==> src/rtl/flseq_pkg.sv <==
package flseq_pkg;

   localparam logic [7:0] CMD_ERASE   = 8'h20;
   localparam logic [7:0] CMD_CONFIRM = 8'hD0;
   localparam logic [7:0] CMD_BUFREQ  = 8'hE8;
   localparam logic [7:0] CMD_RDSTAT  = 8'h70;
   localparam logic [7:0] CMD_CLRSTAT = 8'h50;
   localparam logic [7:0] CMD_READARR = 8'hFF;

   localparam int BIT_READY = 7;
   localparam int BIT_LOCK  = 1;
   localparam int BIT_VOLT  = 3;
   localparam int BIT_PROG  = 4;
   localparam int BIT_ERASE = 5;

   typedef enum logic [2:0] {
      ERR_NONE  = 3'd0,
      ERR_LOCK  = 3'd1,
      ERR_VOLT  = 3'd2,
      ERR_PROG  = 3'd3,
      ERR_ERASE = 3'd4
   } err_code_t;

   typedef enum logic [4:0] {
      S_IDLE, S_E_SET, S_E_CONF, S_W_RD, S_W_CHK,
      S_P_START, S_P_REQ, S_P_RRD, S_P_CHK, S_P_CNT, S_P_DAT, S_P_CONF,
      S_P_SRQ, S_P_SRD, S_P_SCAP, S_CLR, S_RST
   } seq_state_t;

endpackage

==> src/rtl/flseq_stat_decode.sv <==
module flseq_stat_decode
   import flseq_pkg::*;
#(
   parameter int LANES = 2
) (
   input  logic [LANES*16-1:0] word,
   output logic                ready,
   output logic                any_err,
   output logic [2:0]          code
);
   logic [LANES-1:0] rdy_l, lock_l, volt_l, prog_l, ers_l;

   for (genvar g = 0; g < LANES; g++) begin : g_lane
      assign rdy_l[g]  = word[g*16 + BIT_READY];
      assign lock_l[g] = word[g*16 + BIT_LOCK];
      assign volt_l[g] = word[g*16 + BIT_VOLT];
      assign prog_l[g] = word[g*16 + BIT_PROG];
      assign ers_l[g]  = word[g*16 + BIT_ERASE];
   end

   assign ready   = &rdy_l;
   assign any_err = |{lock_l, volt_l, prog_l, ers_l};

   always_comb begin
      if (|lock_l)      code = ERR_LOCK;
      else if (|volt_l) code = ERR_VOLT;
      else if (|prog_l) code = ERR_PROG;
      else if (|ers_l)  code = ERR_ERASE;
      else              code = ERR_NONE;
   end
endmodule

==> src/rtl/flseq_poll_timer.sv <==
module flseq_poll_timer #(
   parameter int TMO_W = 16
) (
   input  logic             clk,
   input  logic             rst_n,
   input  logic             clr,
   input  logic             inc,
   input  logic [TMO_W-1:0] limit,
   output logic             expired
);
   logic [TMO_W-1:0] cnt_q;

   if (TMO_W < 1) begin : g_bad_w
      $error("TMO_W must be at least 1");
   end

   always_ff @(posedge clk or negedge rst_n) begin
      if (!rst_n)   cnt_q <= '0;
      else if (clr) cnt_q <= '0;
      else if (inc) cnt_q <= cnt_q + 1'b1;
   end

   assign expired = (cnt_q >= limit);

   AST_INC_BEFORE_LIMIT: assert property (@(posedge clk) disable iff (!rst_n)
      inc |-> !expired);
endmodule

==> src/rtl/flseq_wbuf.sv <==
module flseq_wbuf #(
   parameter int DEPTH = 8,
   parameter int WIDTH = 32,
   localparam int IDX_W = (DEPTH > 1) ? $clog2(DEPTH) : 1
) (
   input  logic             clk,
   input  logic             we,
   input  logic [IDX_W-1:0] widx,
   input  logic [WIDTH-1:0] wdata,
   input  logic [IDX_W-1:0] ridx,
   output logic [WIDTH-1:0] rdata
);
   logic [WIDTH-1:0] mem [DEPTH];

   if (DEPTH < 1) begin : g_bad_depth
      $error("DEPTH must be at least 1");
   end

   always_ff @(posedge clk) begin
      if (we) mem[widx] <= wdata;
   end

   assign rdata = mem[ridx];
endmodule

==> src/rtl/bufwr_flash_seq.sv <==
module bufwr_flash_seq
   import flseq_pkg::*;
#(
   parameter int LANES    = 2,
   parameter int ADDR_W   = 16,
   parameter int DEPTH    = 8,
   parameter int WB_WORDS = 4,
   parameter int TMO_W    = 16,
   localparam int BUS_W   = LANES * 16,
   localparam int CNT_W   = $clog2(DEPTH + 1),
   localparam int IDX_W   = (DEPTH > 1) ? $clog2(DEPTH) : 1,
   localparam int WBL     = $clog2(WB_WORDS),
   localparam int LEN_W   = $clog2(WB_WORDS + 1)
) (
   input  logic              clk,
   input  logic              rst_n,
   input  logic              start,
   input  logic              op_prog,
   input  logic [ADDR_W-1:0] blk_addr,
   input  logic [ADDR_W-1:0] wr_addr,
   input  logic [CNT_W-1:0]  wr_count,
   input  logic [TMO_W-1:0]  tmo_limit,
   input  logic              buf_we,
   input  logic [IDX_W-1:0]  buf_idx,
   input  logic [BUS_W-1:0]  buf_wdata,
   output logic              busy,
   output logic              done,
   output logic              timed_out,
   output logic [2:0]        err_code,
   output logic [BUS_W-1:0]  status,
   output logic              fl_we,
   output logic              fl_re,
   output logic [ADDR_W-1:0] fl_addr,
   output logic [BUS_W-1:0]  fl_wdata,
   input  logic [BUS_W-1:0]  fl_rdata
);
   if (LANES != 1 && LANES != 2) begin : g_bad_lanes
      $error("LANES must be 1 or 2");
   end
   if (WB_WORDS < 2 || (1 << WBL) != WB_WORDS || WB_WORDS > 256) begin : g_bad_wb
      $error("WB_WORDS must be a power of two from 2 to 256");
   end
   if (ADDR_W < WBL + 1) begin : g_bad_addr
      $error("ADDR_W too small for WB_WORDS");
   end

   function automatic logic [BUS_W-1:0] mirror(input logic [15:0] v);
      return {LANES{v}};
   endfunction

   seq_state_t             state_q;
   logic [ADDR_W-1:0]      base_q, off_q;
   logic [CNT_W-1:0]       rem_q;
   logic [LEN_W-1:0]       len_q, fidx_q, room, chunk;
   logic [IDX_W-1:0]       bidx_q;
   logic                   prog_q, tmo_q, done_q;
   logic [BUS_W-1:0]       stat_q, buf_rdata;
   logic                   rd_ready, rd_err, t_clr, t_inc, t_exp;
   logic [2:0]             rd_code, st_code;

   flseq_wbuf #(.DEPTH(DEPTH), .WIDTH(BUS_W)) u_buf (
      .clk(clk), .we(buf_we), .widx(buf_idx), .wdata(buf_wdata),
      .ridx(bidx_q), .rdata(buf_rdata));

   flseq_stat_decode #(.LANES(LANES)) u_rd_dec (
      .word(fl_rdata), .ready(rd_ready), .any_err(rd_err), .code(rd_code));

   flseq_stat_decode #(.LANES(LANES)) u_st_dec (
      .word(stat_q), .ready(), .any_err(), .code(st_code));

   assign t_clr = (state_q == S_E_CONF) || (state_q == S_P_START) || (state_q == S_P_CONF);
   assign t_inc = ((state_q == S_W_CHK) || (state_q == S_P_CHK)) && !rd_ready && !t_exp;

   flseq_poll_timer #(.TMO_W(TMO_W)) u_tmr (
      .clk(clk), .rst_n(rst_n), .clr(t_clr), .inc(t_inc),
      .limit(tmo_limit), .expired(t_exp));

   // chunk length: stop at the next write-buffer boundary or at the end
   assign room  = LEN_W'(WB_WORDS) - LEN_W'(off_q[WBL-1:0]);
   assign chunk = ({{CNT_W{1'b0}}, room} > {{LEN_W{1'b0}}, rem_q}) ? LEN_W'(rem_q) : room;

   always_ff @(posedge clk or negedge rst_n) begin
      if (!rst_n) begin
         state_q <= S_IDLE;
         base_q  <= '0;
         off_q   <= '0;
         rem_q   <= '0;
         len_q   <= '0;
         fidx_q  <= '0;
         bidx_q  <= '0;
         prog_q  <= 1'b0;
         tmo_q   <= 1'b0;
         done_q  <= 1'b0;
         stat_q  <= '0;
      end else begin
         done_q <= 1'b0;
         unique case (state_q)
            S_IDLE: if (start && (!op_prog || wr_count != '0)) begin
               base_q  <= blk_addr;
               off_q   <= wr_addr;
               rem_q   <= wr_count;
               bidx_q  <= '0;
               prog_q  <= op_prog;
               tmo_q   <= 1'b0;
               stat_q  <= '0;
               state_q <= op_prog ? S_P_START : S_E_SET;
            end
            S_E_SET:  state_q <= S_E_CONF;
            S_E_CONF: state_q <= S_W_RD;
            S_W_RD:   state_q <= S_W_CHK;
            S_W_CHK: begin
               stat_q <= fl_rdata;
               if (rd_ready) begin
                  if (!prog_q || rd_err || rem_q == CNT_W'(len_q)) begin
                     state_q <= S_CLR;
                  end else begin
                     off_q   <= off_q + ADDR_W'(len_q);
                     rem_q   <= rem_q - CNT_W'(len_q);
                     state_q <= S_P_START;
                  end
               end else if (t_exp) begin
                  tmo_q   <= 1'b1;
                  state_q <= S_CLR;
               end else begin
                  state_q <= S_W_RD;
               end
            end
            S_P_START: begin
               len_q   <= chunk;
               state_q <= S_P_REQ;
            end
            S_P_REQ: state_q <= S_P_RRD;
            S_P_RRD: state_q <= S_P_CHK;
            S_P_CHK: begin
               if (rd_ready) begin
                  state_q <= S_P_CNT;
               end else if (t_exp) begin
                  tmo_q   <= 1'b1;
                  state_q <= S_P_SRQ;
               end else begin
                  state_q <= S_P_REQ;
               end
            end
            S_P_CNT: begin
               fidx_q  <= '0;
               state_q <= S_P_DAT;
            end
            S_P_DAT: begin
               fidx_q <= fidx_q + 1'b1;
               bidx_q <= bidx_q + 1'b1;
               if (fidx_q == len_q - 1'b1) state_q <= S_P_CONF;
            end
            S_P_CONF: state_q <= S_W_RD;
            S_P_SRQ:  state_q <= S_P_SRD;
            S_P_SRD:  state_q <= S_P_SCAP;
            S_P_SCAP: begin
               stat_q  <= fl_rdata;
               state_q <= S_CLR;
            end
            S_CLR: state_q <= S_RST;
            S_RST: begin
               done_q  <= 1'b1;
               state_q <= S_IDLE;
            end
            default: state_q <= S_IDLE;
         endcase
      end
   end

   always_comb begin
      fl_we    = 1'b0;
      fl_re    = 1'b0;
      fl_addr  = base_q;
      fl_wdata = '0;
      unique case (state_q)
         S_E_SET:  begin fl_we = 1'b1; fl_wdata = mirror({8'h00, CMD_ERASE});   end
         S_E_CONF,
         S_P_CONF: begin fl_we = 1'b1; fl_wdata = mirror({8'h00, CMD_CONFIRM}); end
         S_P_REQ:  begin fl_we = 1'b1; fl_wdata = mirror({8'h00, CMD_BUFREQ});  end
         S_P_SRQ:  begin fl_we = 1'b1; fl_wdata = mirror({8'h00, CMD_RDSTAT});  end
         S_CLR:    begin fl_we = 1'b1; fl_wdata = mirror({8'h00, CMD_CLRSTAT}); end
         S_RST:    begin fl_we = 1'b1; fl_wdata = mirror({8'h00, CMD_READARR}); end
         S_P_CNT:  begin fl_we = 1'b1; fl_wdata = mirror(16'(len_q - 1'b1));    end
         S_P_DAT:  begin
            fl_we    = 1'b1;
            fl_addr  = off_q + ADDR_W'(fidx_q);
            fl_wdata = buf_rdata;
         end
         S_W_RD, S_P_RRD, S_P_SRD: fl_re = 1'b1;
         default: ;
      endcase
   end

   assign busy      = (state_q != S_IDLE);
   assign done      = done_q;
   assign timed_out = tmo_q;
   assign status    = stat_q;
   assign err_code  = st_code;

   AST_NO_BUS_CLASH: assert property (@(posedge clk) disable iff (!rst_n)
      !(fl_we && fl_re));
   AST_READ_AT_BASE: assert property (@(posedge clk) disable iff (!rst_n)
      fl_re |-> fl_addr == base_q);
   AST_DONE_PULSE: assert property (@(posedge clk) disable iff (!rst_n)
      done |=> !done);
   AST_DONE_IDLE: assert property (@(posedge clk) disable iff (!rst_n)
      done |-> !busy);
   AST_BASE_HELD: assert property (@(posedge clk) disable iff (!rst_n)
      (busy && $past(busy)) |-> $stable(base_q));

   if (LANES == 2) begin : g_mirror_chk
      AST_CMD_MIRRORED: assert property (@(posedge clk) disable iff (!rst_n)
         (fl_we && state_q != S_P_DAT) |-> fl_wdata[31:16] == fl_wdata[15:0]);
   end
endmodule

==> config.mk <==
export PLATFORM = sky130hd
export DESIGN_NAME = bufwr_flash_seq
export DESIGN_NICKNAME = d
export VERILOG_FILES = /design/src/rtl/flseq_pkg.sv /design/src/rtl/flseq_stat_decode.sv /design/src/rtl/flseq_poll_timer.sv /design/src/rtl/flseq_wbuf.sv /design/src/rtl/bufwr_flash_seq.sv
export SDC_FILE = /design/constraint.sdc
export NUM_CORES = 1
export LEC_CHECK = 0
export BUFFER_PORTS_ARGS = -buffer_cell sky130_fd_sc_hd__buf_4
export CAP_MARGIN = 5
export CORE_AREA = 3 3 185 187
export CTS_CLUSTER_DIAMETER = 30
export DETAILED_ROUTE_END_ITERATION = 10
export DIE_AREA = 0 0 188 190
export GPL_ROUTABILITY_DRIVEN = 0
export GPL_TIMING_DRIVEN = 0
export PLACE_DENSITY = 0.72
export SLEW_MARGIN = 40
export SYNTH_ARGS = -nofsm -noshare
export SYNTH_HDL_FRONTEND = slang
export SYNTH_SLANG_ARGS = --single-unit
==> constraint.sdc <==
create_clock -name clk -period 1.95 [get_ports clk]
set_input_delay 0.39 -clock clk [delete_from_list [all_inputs] [get_ports clk]]
set_output_delay 0.39 -clock clk [all_outputs]
set_load 0.05 [all_outputs]
# After elaboration in Yosys (flattened, before gate mapping)
# Memories as Yosys holds them, arrays and structs flattened.
# Cells that the tools add are included.
[classes] mux=40 bitwise_logic=0 n_lt_le_gt_ge=2 div=0 n_eq_ne=24 mul=0 shifts=0 n_addsub=9 n_reduce_logical=39
[ops] cell="32-bit one-hot mux with 8 select lines" n=1
[ops] cell="16-bit 2-to-1 mux" n=6
[ops] cell="5-bit one-hot mux with 15 select lines" n=1
[ops] cell="32-bit one-hot mux with 2 select lines" n=1
[ops] cell="5-bit by 4-bit equality test with 1-bit output (second input constant)" n=8
[ops] cell="16-bit by 3-bit adder with 16-bit output" n=2
[ops] cell="32-bit 2-to-1 mux" n=1
[ops] cell="16-bit one-hot mux with 2 select lines" n=1
[ops] cell="4-bit 2-to-1 mux" n=7
[ops] cell="3-bit 2-to-1 mux" n=7
[ops] cell="5-bit by 3-bit equality test with 1-bit output (second input constant)" n=4
[ops] cell="16-bit by 1-bit adder with 16-bit output (second input constant)" n=1
[ops] cell="16-bit >= comparator" n=1
[ops] cell="5-bit 2-to-1 mux" n=3
[ops] cell="2-bit OR reduction" n=7
[ops] cell="3-bit one-hot mux with 2 select lines" n=2
[ops] cell="2-bit nonzero test" n=6
[ops] cell="5-bit by 2-bit equality test with 1-bit output (second input constant)" n=2
[ops] cell="2-bit != test (second input constant)" n=5
[ops] cell="2-bit AND reduction" n=5
[ops] cell="9-bit OR reduction" n=1
[ops] cell="1-bit 2-to-1 mux" n=8
[ops] cell="4-bit one-hot mux with 2 select lines" n=1
[ops] cell="4-bit AND reduction" n=2
[ops] cell="other kinds (20)" n=31
[totals] reg_bits=101 rom_bits=0 input_bits=124 latch_bits=0 ramBits=256 memories=1
[mem_list] name="u_buf.mem" words=8 word_bits=32 rd=1 rd_clocked_by_memory_dff=0 wr=1 line="flseq_wbuf.sv:13" source="logic [WIDTH-1:0] mem [DEPTH];"

# Logic depth before layout (Yosys ltp)
[depth] depth_word=6 depth_mapped=8 ltp_nobuf=8

# By module
# From an unflattened synthesis, not the netlist that was laid out.
[hier_totals] hier_cells=1073 area_unflattened_um2=16245.6
[by_module_without_submodules] mod="flseq_wbuf" instances=1 cells_each=383 area_each_um2=9825.7
[by_module_without_submodules] mod="bufwr_flash_seq" instances=1 cells_each=536 area_each_um2=5099.9
[by_module_without_submodules] mod="flseq_poll_timer" instances=1 cells_each=136 area_each_um2=1207.4
[by_module_without_submodules] mod="flseq_stat_decode" instances=2 cells_each=9 area_each_um2=56.3

# Worst setup path after synthesis
# No wires, ideal clock.
[synth_timing] path_kind="input to register" from="in buf_idx[0]" to="mem u_buf.mem[0][0], enable pin" stages=2 required_time_ns=1.489 arrival_ns=2.776 setup_time_ns=0.461 path_slack_ns=-1.287 cell_sequence="nand2b_1 -> nor3_1"
[synth_lines] element="start: declaration" line="bufwr_flash_seq.sv:24" source="input logic [IDX_W-1:0] buf_idx,"
[synth_lines] element="end: declaration" line="flseq_wbuf.sv:13"
# Straight into the memory's write port.

# Final worst setup path
[layout_timing] from="reg off_q[0]" to="out fl_addr[12]"
[layout_via] elab_chain_cells=2
[layout_lines] element="start: declaration" line="bufwr_flash_seq.sv:52" source="logic [ADDR_W-1:0] base_q, off_q;"
[layout_lines] element="start signal: assignment" line="bufwr_flash_seq.sv:100" source="off_q <= wr_addr;"
[layout_lines] element="start signal: assignment" line="bufwr_flash_seq.sv:117" source="off_q <= off_q + ADDR_W'(len_q);"
[layout_lines] element="16-bit by 3-bit adder with 16-bit output" line="bufwr_flash_seq.sv:186" source="fl_addr = off_q + ADDR_W'(fidx_q);"
[layout_lines] element="16-bit 2-to-1 mux" line="bufwr_flash_seq.sv:175" source="unique case (state_q)"
[layout_lines] element="end: declaration" line="bufwr_flash_seq.sv:33" source="output logic [ADDR_W-1:0] fl_addr,"
# Every way passes these cells.

==> results.py <==
metrics = {
    "floorplan": {
        "io_pins": 212,
        "core-area_sq_um": 32600,
        "start_util": 0.500,
        "num_rows": 66,
        "dieArea_sq_um": 35700,
        "die_w_microns": 188,
        "die_h_microns": 190,
    },
    "status": {
        "violations": "setup timing",
        "status": "complete, but fails checks",
    },
    "sta": {
        "skew_ps": 17.0,
        "worst_slack_ps": -907,
        "post-route-min-period_ps": 2860,
        "hold_violations": 0,
        "fmax_mhz": 350,
        "drv_slew": 0,
        "rsz0062_at_grt": "yes",
        "tightestPinTransition_ps": 666,
        "holdWs_ps": 36.6,
        "min_period_over_period": 1.47,
        "slew-limit-headroom": 0.553,
        "setup_viol": 141,
    },
    "cells_and_area": {
        "drive_gt1_frac": 0.534,
        "fillers": 1674,
        "area_delta_synth_final_pct": 57.1,
        "diodes": 0,
        "regArea_sq_um": 10200,
        "nets": 1771,
        "multi_input_area_sq_um": 7750,
    },
    "power": {
        "comb_power_share": 0.458,
        "p_sw_uw": 16100,
        "power.density_nw_per_um2": 1630,
        "p_int_uw": 25700,
        "swShare": 0.385,
        "sequentialPowerShare": 0.242,
        "p_leak_uw": 0.00986,
        "finalPower_uw": 41800,
        "power_frac_clock": 0.300,
        "vdd_ir_drop_max_mv": 1.93,
    },
    "yosys": {
        "synth_cell_types": 78,
        "yosysWarnings": 0,
        "ys_ff_latch": 357,
        "synth.largest_area_cell": "edfxtp_1",
        "yosysSeqAreaShare": 0.626,
        "syn_area_sq_um": 16300,
        "synthTopCellsByArea": "edfxtp_1 47%, dfrtp_1 15%, mux4_2 8.8%, nand2_1 3.2%, mux2i_1 3.1%",
        "synthFlopType": "edfxtp_1",
        "syn_inst": 1180,
        "synthMostInstantiatedCell": "edfxtp_1",
        "synth_nets": 1340,
        "synth_edf_count": 256,
        "synth_top_area_frac": 0.471,
        "synthArstFlopShare": 0.283,
        "syn_area_per_cell_sq_um": 13.8,
        "synthTopCellsByCount": "256 x edfxtp_1, 139 x nand2_1, 101 x dfrtp_1",
    },
    "setup_path": {
        "rrSetupSlack_ps": -470,
        "timing.rr.end": "off_q[8]",
        "setup.worst_path.start_class": "register",
        "cp_slowest_cell": "dfrtp_1",
        "crit_path_end_kind": "output pin",
        "timing.rr.start": "len_q[0]",
        "crit_family": "adder cells",
        "crit_buf_inv": 2,
        "critPathLaunch": "off_q[0]",
        "path_max_fanout": 5,
        "cp_slowest_stage_delay_ps": 380,
        "cp.depth": 9,
        "setup.worst_path.end": "fl_addr[12]",
        "worstPathCellList": "ha_2 > inv_2 > fa_2 > nor2b_4 > o21ai_4 > nor3_4 > xnor2_2 > o21ai_4 > buf_6",
        "rr_worst_depth": 11,
        "worstPathArrival_ps": 2470,
        "crit_path_frequent_cell": "o21ai_4",
        "required_ps": 1560,
        "worstSetupPathType": "reg2out",
    },
    "clock_tree": {
        "cts-root-buf": "clkbuf_16",
        "cts_max_level": 3,
        "cts_buffers": 73,
        "clockBufferDepth": 3,
        "cts_tree": "yes",
        "clk_latency_ps": 560,
        "cts.sinks": 357,
        "clk_pin_slew_worst_paths_ps": 40,
    },
    "grt": {
        "grt_first_pass_wirelength_microns": 75100,
        "grt_pass1_vias": 12600,
        "antenna_found_initial": 1,
        "track_usage": 0.274,
        "grt.overflow.total": 0,
        "grt_max_degree": 102,
    },
    "placed_design": {
        "io_buffers": 211,
        "dpl.hpwl_microns": 29300,
        "post-place-ws_ps": -712,
    },
    "route": {
        "vias": 12800,
        "antenna_left": 0,
        "viasPerCell": 6.06,
        "wl_per_cell_microns": 26.0,
        "dr.pass1.iters": 5,
        "routed_wl_microns": 54900,
        "drc_errors": 0,
        "drt_iter0_markers": 1218,
    },
    "job": {
        "drv_cap": 0,
    },
    "worst_hold_path": {
        "hold_path.startpoint": "fl_rdata[10]",
        "hold_depth": 3,
        "hp-class": "in2reg",
    },
}
[worst min path at each step]
stage | endpoint | slack, ps
floorplan | base_q[0] | 90
global placement | timed_out | 450
detailed placement | timed_out | 480
CTS | status[10] | 20
global route | u_buf.mem[4][6] | 30
finish | status[10] | 40
[cell families after synthesis]
| kind of cell | count (synthesis) | synth area share |
|---|---|---|
| adder cells (fa/ha/maj) | 36 | 0.0290 |
| buffers and inverters | 106 | 0.0283 |
| AND/OR/NAND/NOR | 299 | 0.0903 |
| multiplexers | 133 | 0.132 |
| flip-flops | 357 | 0.626 |
| XOR/XNOR | 19 | 0.0102 |
| AO/OA/AOI/OAI | 230 | 0.0842 |
[per-stage QoR]
| stage | TNS (ps) | instance area, sq um | std cells | util |
|---|---|---|---|---|
| final | -55070 | 25600 | 2110 | 0.786 |
| after global routing | -62620 | 25600 | 2110 | 0.786 |
| after CTS | -44860 | 24500 | 2068 | 0.750 |
| after detailed placement | -51400 | 19800 | 1854 | 0.606 |
| after global placement | -395490 | 19400 | 1833 | 0.594 |
| after floorplan | -63120 | 17200 | 1180 | - |
[state kept, by name, summed over array words and instances, names as in the netlist]
name / count
done: 1
prog_q: 1
len_q: 3
rem_q: 4
u_tmr.cnt_q: 16
timed_out: 1
state_q: 5
fidx_q: 3
off_q: 16
base_q: 16
u_buf.mem: 256
bidx_q: 3
status: 32
[power by group through the flow]
stage / logic, uW / registers (uW) / clock network [uW]
after floorplan: 9330 / 10700 / 0
after global placement: 13500 / 9980 / 0
after detailed placement: 13700 / 10000 / 0
after CTS: 17000 / 9910 / 12500
after global routing: 20000 / 10200 / 13000
final: 19100 / 10100 / 12600
[per-layer routing]
metal,wire length (microns),global-route usage
met3,4130,0.0582
met5,13,0
met4,1810,0.0918
met1,20300,0.344
met2,28700,0.478
[cell usage in the layout, fill, tap and decap left out, drive strengths merged, types with 12 or more instances in the layout]
cell	n
inv	50
a21oi	56
mux4	64
nor3	21
ha	33
buf	386
nand3	12
nor2	44
xnor2	13
nand2	139
o21ai	112
nor4	14
edfxtp	256
mux2	19
nand2b	12
dfrtp	101
clkinv	23
mux2i	50
clkbuf	122
[worst register-to-register path, delay by kind of cell (launching register included)]
| kind | cells | cell delay [ps] |
|---|---|---|
| AND/OR/NAND/NOR | 1 | 60 |
| buffers and inverters | 4 | 450 |
| flip-flops | 1 | 440 |
| AO/OA/AOI/OAI | 4 | 940 |
| adder cells (fa/ha/maj) | 2 | 390 |
[final cells by class]
| type | instances | area share |
|---|---|---|
| sequential | 357 | 0.399 |
| multi-input combinational | 717 | 0.302 |
| timing repair buffer | 357 | 0.139 |
| clock buffer | 88 | 0.0762 |
| buffer | 64 | 0.0333 |
| clock inverter | 44 | 0.0218 |
| tap | 442 | 0.0216 |
| inverter | 41 | 0.00639 |
[timing repair]
| item | CTS | global route |
|---|---|---|
| resized for setup | 314 | 166 |
| endpoints found under the hold margin | 101 | 0 |
| cloned | 10 | 7 |
| buffers inserted | 71 | 39 |
| endpoints found under the setup margin | 128 | 148 |
| pin swaps | 59 | 59 |
| hold buffers | 1 | 0 |
Power figures use the tool's default switching activity.
